[config.mk]
export PLATFORM = sky130hd
export DESIGN_NAME = cmd_unlock_dec
export DESIGN_NICKNAME = d
export VERILOG_FILES = /design/src/rtl/cmd_unlock_pkg.sv /design/src/rtl/cud_step_match.sv /design/src/rtl/cud_load_timer.sv /design/src/rtl/cud_seq_fsm.sv /design/src/rtl/cud_id_rom.sv /design/src/rtl/cmd_unlock_dec.sv
export SDC_FILE = /design/constraint.sdc
export NUM_CORES = 1
export LEC_CHECK = 0
export BUFFER_PORTS_ARGS = -buffer_cell sky130_fd_sc_hd__buf_2
export CORE_ASPECT_RATIO = 0.6
export CORE_MARGIN = 3
export CORE_UTILIZATION = 46
export CTS_BUF_LIST = sky130_fd_sc_hd__clkbuf_4
export CTS_CLUSTER_SIZE = 16
export DETAILED_ROUTE_END_ITERATION = 10
export GPL_TIMING_DRIVEN = 0
export PLACE_DENSITY = 0.85
export SLEW_MARGIN = 20
export SYNTH_ARGS = -nofsm -noshare
export SYNTH_HDL_FRONTEND = slang
export SYNTH_SLANG_ARGS = --single-unit
[constraint.sdc]
create_clock -name clk -period 2.45 [get_ports clk]
set_input_delay 0.49 -clock clk [delete_from_list [all_inputs] [get_ports clk]]
set_output_delay 0.49 -clock clk [all_outputs]
set_load 0.05 [all_outputs]
[src/rtl/cmd_unlock_pkg.sv]
package cmd_unlock_pkg;

  localparam int CMD_AW = 15;
  localparam int CMD_DW = 8;
  localparam int ID_N   = 2;

  localparam logic [CMD_AW-1:0] KEY_ADDR_A = 15'h5555;
  localparam logic [CMD_AW-1:0] KEY_ADDR_B = 15'h2AAA;

  localparam logic [CMD_DW-1:0] KEY_BYTE_1   = 8'hAA;
  localparam logic [CMD_DW-1:0] KEY_BYTE_2   = 8'h55;
  localparam logic [CMD_DW-1:0] OP_PROT_LOAD = 8'hA0;
  localparam logic [CMD_DW-1:0] OP_EXTEND    = 8'h80;
  localparam logic [CMD_DW-1:0] OP_ID_LEAVE  = 8'hF0;
  localparam logic [CMD_DW-1:0] OP_UNPROT    = 8'h20;
  localparam logic [CMD_DW-1:0] OP_ERASE     = 8'h10;
  localparam logic [CMD_DW-1:0] OP_ID_ENTER  = 8'h60;

  typedef enum logic [2:0] {
    ST_IDLE  = 3'd0,
    ST_KEY1  = 3'd1,
    ST_KEY2  = 3'd2,
    ST_EXT0  = 3'd3,
    ST_EXT1  = 3'd4,
    ST_EXT2  = 3'd5,
    ST_LOAD  = 3'd6
  } seq_st_e;

  typedef struct packed {
    logic key1;
    logic key2;
    logic op_load;
    logic op_ext;
    logic op_leave;
    logic op_unprot;
    logic op_erase;
    logic op_idin;
  } step_hit_t;

  typedef struct packed {
    logic erase;
    logic set;
    logic clr;
    logic idin;
    logic idout;
  } cmd_pulse_t;

  function automatic logic [CMD_DW-1:0] id_code(input int idx);
    case (idx)
      0:       id_code = 8'hDA;
      1:       id_code = 8'hC1;
      default: id_code = '0;
    endcase
  endfunction

endpackage

[src/rtl/cud_step_match.sv]
module cud_step_match
  import cmd_unlock_pkg::*;
(
  input  logic [CMD_AW-1:0] addr,
  input  logic [CMD_DW-1:0] data,
  output step_hit_t         hit
);

  logic at_a;
  logic at_b;

  always_comb begin
    at_a = (addr == KEY_ADDR_A);
    at_b = (addr == KEY_ADDR_B);

    hit.key1      = at_a && (data == KEY_BYTE_1);
    hit.key2      = at_b && (data == KEY_BYTE_2);
    hit.op_load   = at_a && (data == OP_PROT_LOAD);
    hit.op_ext    = at_a && (data == OP_EXTEND);
    hit.op_leave  = at_a && (data == OP_ID_LEAVE);
    hit.op_unprot = at_a && (data == OP_UNPROT);
    hit.op_erase  = at_a && (data == OP_ERASE);
    hit.op_idin   = at_a && (data == OP_ID_ENTER);
  end

endmodule

[src/rtl/cud_load_timer.sv]
module cud_load_timer #(
  parameter int LOAD_IDLE = 8
) (
  input  logic clk,
  input  logic rst_n,
  input  logic in_load,
  input  logic stb,
  output logic expire
);

  localparam int CW = $clog2(LOAD_IDLE + 1);
  localparam logic [CW-1:0] LAST = CW'(LOAD_IDLE - 1);

  logic [CW-1:0] cnt_q;
  logic [CW-1:0] cnt_d;
  logic          cnt_en;

  always_comb begin
    expire = in_load && !stb && (cnt_q == LAST);
    cnt_en = in_load || (cnt_q != '0);
    if (stb || !in_load) cnt_d = '0;
    else                 cnt_d = cnt_q + 1'b1;
  end

  always_ff @(posedge clk or negedge rst_n) begin
    if (!rst_n)      cnt_q <= '0;
    else if (cnt_en) cnt_q <= cnt_d;
  end

endmodule

[src/rtl/cud_seq_fsm.sv]
module cud_seq_fsm
  import cmd_unlock_pkg::*;
(
  input  logic       clk,
  input  logic       rst_n,
  input  logic       stb,
  input  step_hit_t  hit,
  input  logic       win_expire,
  output logic       in_load,
  output logic       pass_now,
  output cmd_pulse_t pulse_q,
  output logic       prot_q,
  output logic       id_q
);

  seq_st_e    st_q, st_d;
  cmd_pulse_t pulse_d;
  logic       prot_d;
  logic       id_d;

  assign in_load = (st_q == ST_LOAD);

  always_comb begin
    st_d     = st_q;
    pulse_d  = '0;
    prot_d   = prot_q;
    id_d     = id_q;
    pass_now = 1'b0;
    if (stb) begin
      case (st_q)
        ST_IDLE: begin
          if (hit.key1) st_d = ST_KEY1;
          else          pass_now = !prot_q;
        end
        ST_KEY1: st_d = hit.key2 ? ST_KEY2 : ST_IDLE;
        ST_KEY2: begin
          if (hit.op_load) begin
            st_d        = ST_LOAD;
            prot_d      = 1'b1;
            pulse_d.set = 1'b1;
          end else if (hit.op_ext) begin
            st_d = ST_EXT0;
          end else if (hit.op_leave) begin
            st_d          = ST_IDLE;
            id_d          = 1'b0;
            pulse_d.idout = 1'b1;
          end else begin
            st_d = ST_IDLE;
          end
        end
        ST_EXT0: st_d = hit.key1 ? ST_EXT1 : ST_IDLE;
        ST_EXT1: st_d = hit.key2 ? ST_EXT2 : ST_IDLE;
        ST_EXT2: begin
          st_d = ST_IDLE;
          if (hit.op_unprot) begin
            prot_d      = 1'b0;
            pulse_d.clr = 1'b1;
          end else if (hit.op_erase) begin
            pulse_d.erase = 1'b1;
          end else if (hit.op_idin) begin
            id_d         = 1'b1;
            pulse_d.idin = 1'b1;
          end
        end
        ST_LOAD: pass_now = 1'b1;
        default: st_d = ST_IDLE;
      endcase
    end else if (in_load && win_expire) begin
      st_d = ST_IDLE;
    end
  end

  always_ff @(posedge clk or negedge rst_n) begin
    if (!rst_n) begin
      st_q    <= ST_IDLE;
      pulse_q <= '0;
      prot_q  <= 1'b1;
      id_q    <= 1'b0;
    end else begin
      st_q    <= st_d;
      pulse_q <= pulse_d;
      prot_q  <= prot_d;
      id_q    <= id_d;
    end
  end

endmodule

[src/rtl/cud_id_rom.sv]
module cud_id_rom
  import cmd_unlock_pkg::*;
(
  input  logic              id_on,
  input  logic [CMD_AW-1:0] addr,
  output logic [CMD_DW-1:0] rdata
);

  logic [ID_N-1:0][CMD_DW-1:0] term;

  for (genvar i = 0; i < ID_N; i++) begin : g_id
    assign term[i] = (addr == CMD_AW'(i)) ? id_code(i) : '0;
  end

  always_comb begin
    rdata = '0;
    for (int i = 0; i < ID_N; i++) rdata = rdata | term[i];
    if (!id_on) rdata = '0;
  end

endmodule

[src/rtl/cmd_unlock_dec.sv]
module cmd_unlock_dec
  import cmd_unlock_pkg::*;
#(
  parameter int LOAD_IDLE = 8
) (
  input  logic              clk,
  input  logic              rst_n,
  input  logic              wr_stb,
  input  logic [CMD_AW-1:0] bus_addr,
  input  logic [CMD_DW-1:0] bus_wdata,
  output logic              pass_we,
  output logic [CMD_AW-1:0] pass_addr,
  output logic [CMD_DW-1:0] pass_data,
  output logic              erase_req,
  output logic              prot_set,
  output logic              prot_clr,
  output logic              id_enter,
  output logic              id_exit,
  output logic              prot_on,
  output logic              id_mode,
  output logic [CMD_DW-1:0] id_rdata
);

  logic       rst_meta, rst_sync;
  step_hit_t  hit;
  logic       in_load;
  logic       win_expire;
  logic       pass_now;
  cmd_pulse_t pulse;

  always_ff @(posedge clk or negedge rst_n) begin
    if (!rst_n) begin
      rst_meta <= 1'b0;
      rst_sync <= 1'b0;
    end else begin
      rst_meta <= 1'b1;
      rst_sync <= rst_meta;
    end
  end

  cud_step_match u_match (
    .addr (bus_addr),
    .data (bus_wdata),
    .hit  (hit)
  );

  cud_load_timer #(.LOAD_IDLE(LOAD_IDLE)) u_timer (
    .clk     (clk),
    .rst_n   (rst_sync),
    .in_load (in_load),
    .stb     (wr_stb),
    .expire  (win_expire)
  );

  cud_seq_fsm u_fsm (
    .clk        (clk),
    .rst_n      (rst_sync),
    .stb        (wr_stb),
    .hit        (hit),
    .win_expire (win_expire),
    .in_load    (in_load),
    .pass_now   (pass_now),
    .pulse_q    (pulse),
    .prot_q     (prot_on),
    .id_q       (id_mode)
  );

  cud_id_rom u_id (
    .id_on (id_mode),
    .addr  (bus_addr),
    .rdata (id_rdata)
  );

  always_ff @(posedge clk or negedge rst_sync) begin
    if (!rst_sync) pass_we <= 1'b0;
    else           pass_we <= pass_now;
  end

  always_ff @(posedge clk) begin
    if (pass_now) begin
      pass_addr <= bus_addr;
      pass_data <= bus_wdata;
    end
  end

  assign erase_req = pulse.erase;
  assign prot_set  = pulse.set;
  assign prot_clr  = pulse.clr;
  assign id_enter  = pulse.idin;
  assign id_exit   = pulse.idout;

endmodule

=== Word level (Yosys, flattened, before mapping) ===
Cells that the tools add are included.

* Multiplexer cells: 41
* Reductions and logical operators: 24
* Add/subtract/negate cells: 1
* Equality and inequality tests: 28
* Bitwise operators: 1

{| class="wikitable"
|+ Operator list
! kind !! count
|-
| equality test 8 bit (second input constant) || 4
|-
| 2-to-1 mux 8 bit || 3
|-
| 2-to-1 mux 1 bit || 23
|-
| 2-to-1 mux 3 bit || 6
|-
| inequality test 2 bit (second input constant) || 9
|-
| one-hot mux 3 bit (6 select lines) || 1
|-
| equality test 8 x 7 -> 1 bit (second input constant) || 2
|-
| equality test 15 x 1 -> 1 bit (second input constant) || 1
|-
| equality test 15 x 14 -> 1 bit (second input constant) || 1
|-
| equality test 15 bit (second input constant) || 1
|-
| zero test 15 bit || 1
|-
| logical AND 1 bit || 11
|-
| equality test 3 bit (second input constant) || 3
|-
| equality test 8 x 5 -> 1 bit (second input constant) || 1
|-
| equality test 8 x 6 -> 1 bit (second input constant) || 1
|-
| bitwise OR 8 bit || 1
|-
| AND reduction 8 bit || 1
|-
| equality test 3 x 2 -> 1 bit (second input constant) || 2
|-
| 2-to-1 mux 2 bit || 3
|-
| one-hot mux 1 bit (2 select lines) || 3
|-
| 2-to-1 mux 5 bit || 1
|-
| adder 4 x 1 -> 4 bit (second input constant) || 1
|-
| equality test 4 x 3 -> 1 bit (second input constant) || 1
|-
| 2-to-1 mux 4 bit || 1
|-
| other kinds (9) || 13
|}

* Input bits: 26
* Register bits after elaboration: 40
* Output and inout bits: 39

=== Logic depth before layout (Yosys ltp) ===
* Depth in word-level cells: 7
* Gate-level depth with buffers: 6
* Depth with buffers taken out: 6

=== Modules after synthesis ===
Synthesis repeated with hierarchy kept, for this count alone.

* Cell total of the unflattened synthesis: 153
* Area, all modules: 1899.3 um2

{| class="wikitable"
|+ By module, submodules not included
! module !! area an instance (um2) !! times used !! cells each
|-
| cmd_unlock_dec || 769.5 || 1 || 27
|-
| cud_seq_fsm || 543.0 || 1 || 55
|-
| cud_step_match || 254.0 || 1 || 33
|-
| cud_load_timer || 234.0 || 1 || 22
|-
| cud_id_rom || 98.8 || 1 || 16
|}

=== Worst setup path after synthesis ===
Ideal clock, no wire load.

* Path kind: input to output
* Start: input bus_addr[1]
* End: output id_rdata[3]
* Data arrival time: 2.991 ns
* Stages: 5
* Slack: -1.031 ns
* Buffers on the path: 1
* Cell sequence: or4_4 nor4_1 and2_1 nor2b_1 buf_4

* Word-level cells in the longest chain between the ends: 4

{| class="wikitable"
|+ RTL lines
! element !! line !! text
|-
| start, declared || cmd_unlock_dec.sv:9 || <nowiki>input logic [CMD_AW-1:0] bus_addr,</nowiki>
|-
| zero test 15 bit || cud_id_rom.sv:12 || <nowiki>assign term[i] = (addr == CMD_AW'(i)) ? id_code(i) : '0;</nowiki>
|-
| 2-to-1 mux 8 bit || cud_id_rom.sv:12 ||
|-
| bitwise OR 8 bit || cud_id_rom.sv:17 || <nowiki>for (int i = 0; i < ID_N; i++) rdata = rdata | term[i];</nowiki>
|-
| 2-to-1 mux 8 bit || cud_id_rom.sv:18 || <nowiki>if (!id_on) rdata = '0;</nowiki>
|-
| end, declared || cmd_unlock_dec.sv:21 || <nowiki>output logic [CMD_DW-1:0] id_rdata</nowiki>
|}

Every way passes these cells.

=== Worst setup path after layout ===
* Start: input bus_addr[7]
* End: output id_rdata[3]

The elaborated chain is that of the path after synthesis.

==> flow_summary.toml <==
[placement]
io_buffers = 61
dp_worst_setup_slack_ps = -309
place_area_um2 = 2200
finalWeightedCongestion = 0.813
hpwl_um = 3160
dp.cells = 249

[worst_setup_path]
endpoint_kind = "output port"
path_class = "in -> out"
reg2reg_slack_ps = 430
critPathMaxFanout = 3
r2r_start = "u_fsm.st_q[0]"
reg2reg_depth = 6
worstSetupStartpointType = "input pin"
critPathRequiredTime_ps = 1960
cp.arrival_ps = 2060
r2r-end = "u_fsm.st_q[0]"

[yosys]
synth_ff_type = "edfxtp_1"
yosysSeqAreaShare_pct = 62.4
netlist_area_um2 = 1790
synth_cells = 142
synth-edff-count = 23
synth_async_sr_flop_share_pct = 42.5
yosysWarnings = 0
avgSynthCellArea_um2 = 12.6
ys_ff_latch = 40
post_synth_num_cell_types = 48

[drt]
wl_um = 4410
drcViolationCount = 0
first_iter_violations = 61
wl_met3_um = 273
top_layer = "met4"
route.antenna.remaining_nets = 0
detail_route.vias_per_cell = 5.42
route.met2.wl_um = 2050
dr.pass1.iters = 4
dr_total_vias = 1409
wl_per_cell_um = 17.0
wirelength_met1_um = 2010

[clocking]
cts_max_level = 2
clock_path_buffers = 2
clkSlewWorstSetupHoldPaths_ps = 120
numCtsBuffers = 5
insertion_delay_ps = 350
cts_root_buf = "clkbuf_4"
numClockSinks = 40
cts_tree = "yes"

[power]
cellPowerDensity_nw_per_um2 = 473
fin_total_pwr_mw = 1.11
leakagePower_nw = 0.997
peakVddDrop_mv = 0.322

[sta]
setup_tns_ps = -267
setup_violations = 4
drv_slew = 0
min_period_ps = 2550
final_hold_viol_count = 0
timing.fmax_mhz = 393
tightest_slew_ps = 609
rsz0062_at_grt = "yes"
finClkSkew_ps = 14.7
relSlewSlack_pct = 59.4
timing.final.ws_setup_ps = -96.4
post-route-period-util_pct = 104

[die]
die_w_um = 86.5
initial_core_util_pct = 51.4
dieArea_um2 = 4700
rows = 16
io_pins = 65
die_y_um = 54.3
core_region_area_um2 = 3480

[grt]
grt_usage_pct = 19.2
antenna_found_initial = 0
overflow = 0
grt_first_pass_wirelength_um = 6560
grt_max_degree = 25
grt_pass1_vias = 1304

[cells_and_area]
final_cell_mix = "52 x buf_2, 23 x edfxtp_1, 16 x dfrtp_1"
syn2layout_area_growth_pct = 31.6
diodes = 0
final_common_cell = "buf_2"
stdcell_area_um2 = 2360
drive_above_1_share_pct = 45.6
nets = 242
fin_cells = 260

[outcome]
violations = "setup timing"
status = "finished, violations left"

[run]
maxCapViolations = 0

[hold_path]
hold_class = "reg -> async"
## through the flow
stage / hold slack [ps] / util [%]
2_1_floorplan: 186 / -
3_5_place_dp: 267 / 63.0
3_3_place_gp: 268 / 63.0
5_1_grt: 289 / 67.6
6_report: 240 / 67.6
4_1_cts: 266 / 66.2
## what timing repair did
item | 4_1_cts | 5_1_grt
endpoints found under the setup margin | 6 | 8
gates resized for setup | 12 | 8
hold buffers | 1 | 0
hold endpoints to repair | 2 | 0
pin swaps | 3 | 3
buffers inserted | 0 | 1
## Yosys cell counts (2+ instances only)
library cell / n / area (um^2)
buf_4: 6 / 45.0
nor4_1: 2 / 12.5
o31ai_1: 2 / 15.0
nand2b_1: 2 / 12.5
nand3_1: 6 / 30.0
nor3_1: 8 / 40.0
or3_4: 3 / 33.8
edfxtp_1: 23 / 691
or4_4: 2 / 22.5
or2b_2: 2 / 17.5
inv_1: 4 / 15.0
nor2_1: 5 / 18.8
nor3_2: 2 / 20.0
conb_1: 2 / 7.51
nor2b_1: 5 / 31.3
o21ai_0: 4 / 20.0
dfrtp_1: 16 / 400
nand2_1: 9 / 33.8
and3_1: 2 / 12.5
nand4_1: 6 / 37.5
or3_2: 2 / 15.0
or4_1: 2 / 15.0
ha_1: 2 / 25.0
## worst max path at each step
stage,end,slack [ps],start
floorplan,id_rdata[3],-220,bus_addr[1]
detailed placement,id_rdata[4],-310,bus_addr[14]
global placement,id_rdata[3],-280,bus_addr[14]
CTS,id_rdata[4],-140,bus_addr[6]
global route,id_rdata[3],-160,bus_addr[7]
finish,id_rdata[3],-100,bus_addr[7]
## cell type report
cell class	instances	area, um^2
plain buffers	9	82.6
clock buffers	5	37.5
clock inverters	3	13.8
fillers	257	1130
inverters	4	15.0
multi-input cells	90	632
flip-flops and latches	40	1120
well taps	45	56.3
repair buffers	64	402
## critical path, stage by stage
cell	delay, ps
buf_6	100
or4_4	550
nor4_4	310
and2_4	190
nor2b_4	180
buf_6	120
buf_8	130
## cell families (layout without fill, tap and decap cells)
group	Yosys count	after routing	share of synthesized area, %
flip-flops	40	40	62.4
adder cells (fa/ha/maj)	2	2	1.40
AO/OA/AOI/OAI	17	17	6.78
other	2	3	0.419
buffers and inverters	13	85	5.03
AND/OR/NAND/NOR	66	66	23.0
XOR/XNOR	2	2	0.979
## report_power, final
| part | switching (mW) | internal (mW) | leakage [nW] |
|---|---|---|---|
| Sequential | 0.00486 | 0.714 | 0.436 |
| Combinational | 0.0418 | 0.0302 | 0.528 |
| Clock | 0.218 | 0.105 | 0.0324 |
| Total | 0.265 | 0.850 | 0.997 |
## per-layer routing
layer / GRT usage, % / up-vias
met5: 0 / -
met4: 5.70 / 0
met3: 5.41 / 11
met2: 27.8 / 52
met1: 28.0 / 670
li1: - / 676
## sequential cells by signal, summed over array words and instances (netlist names)
name           flops
pass_data          8
u_fsm.st_q         3
u_fsm.id_q         1
pass_addr         15
u_fsm.pulse_q      5
rst_sync           1
u_fsm.prot_q       1
pass_we            1
rst_meta           1
u_timer.cnt_q      4
Power figures use the tool's default switching activity.
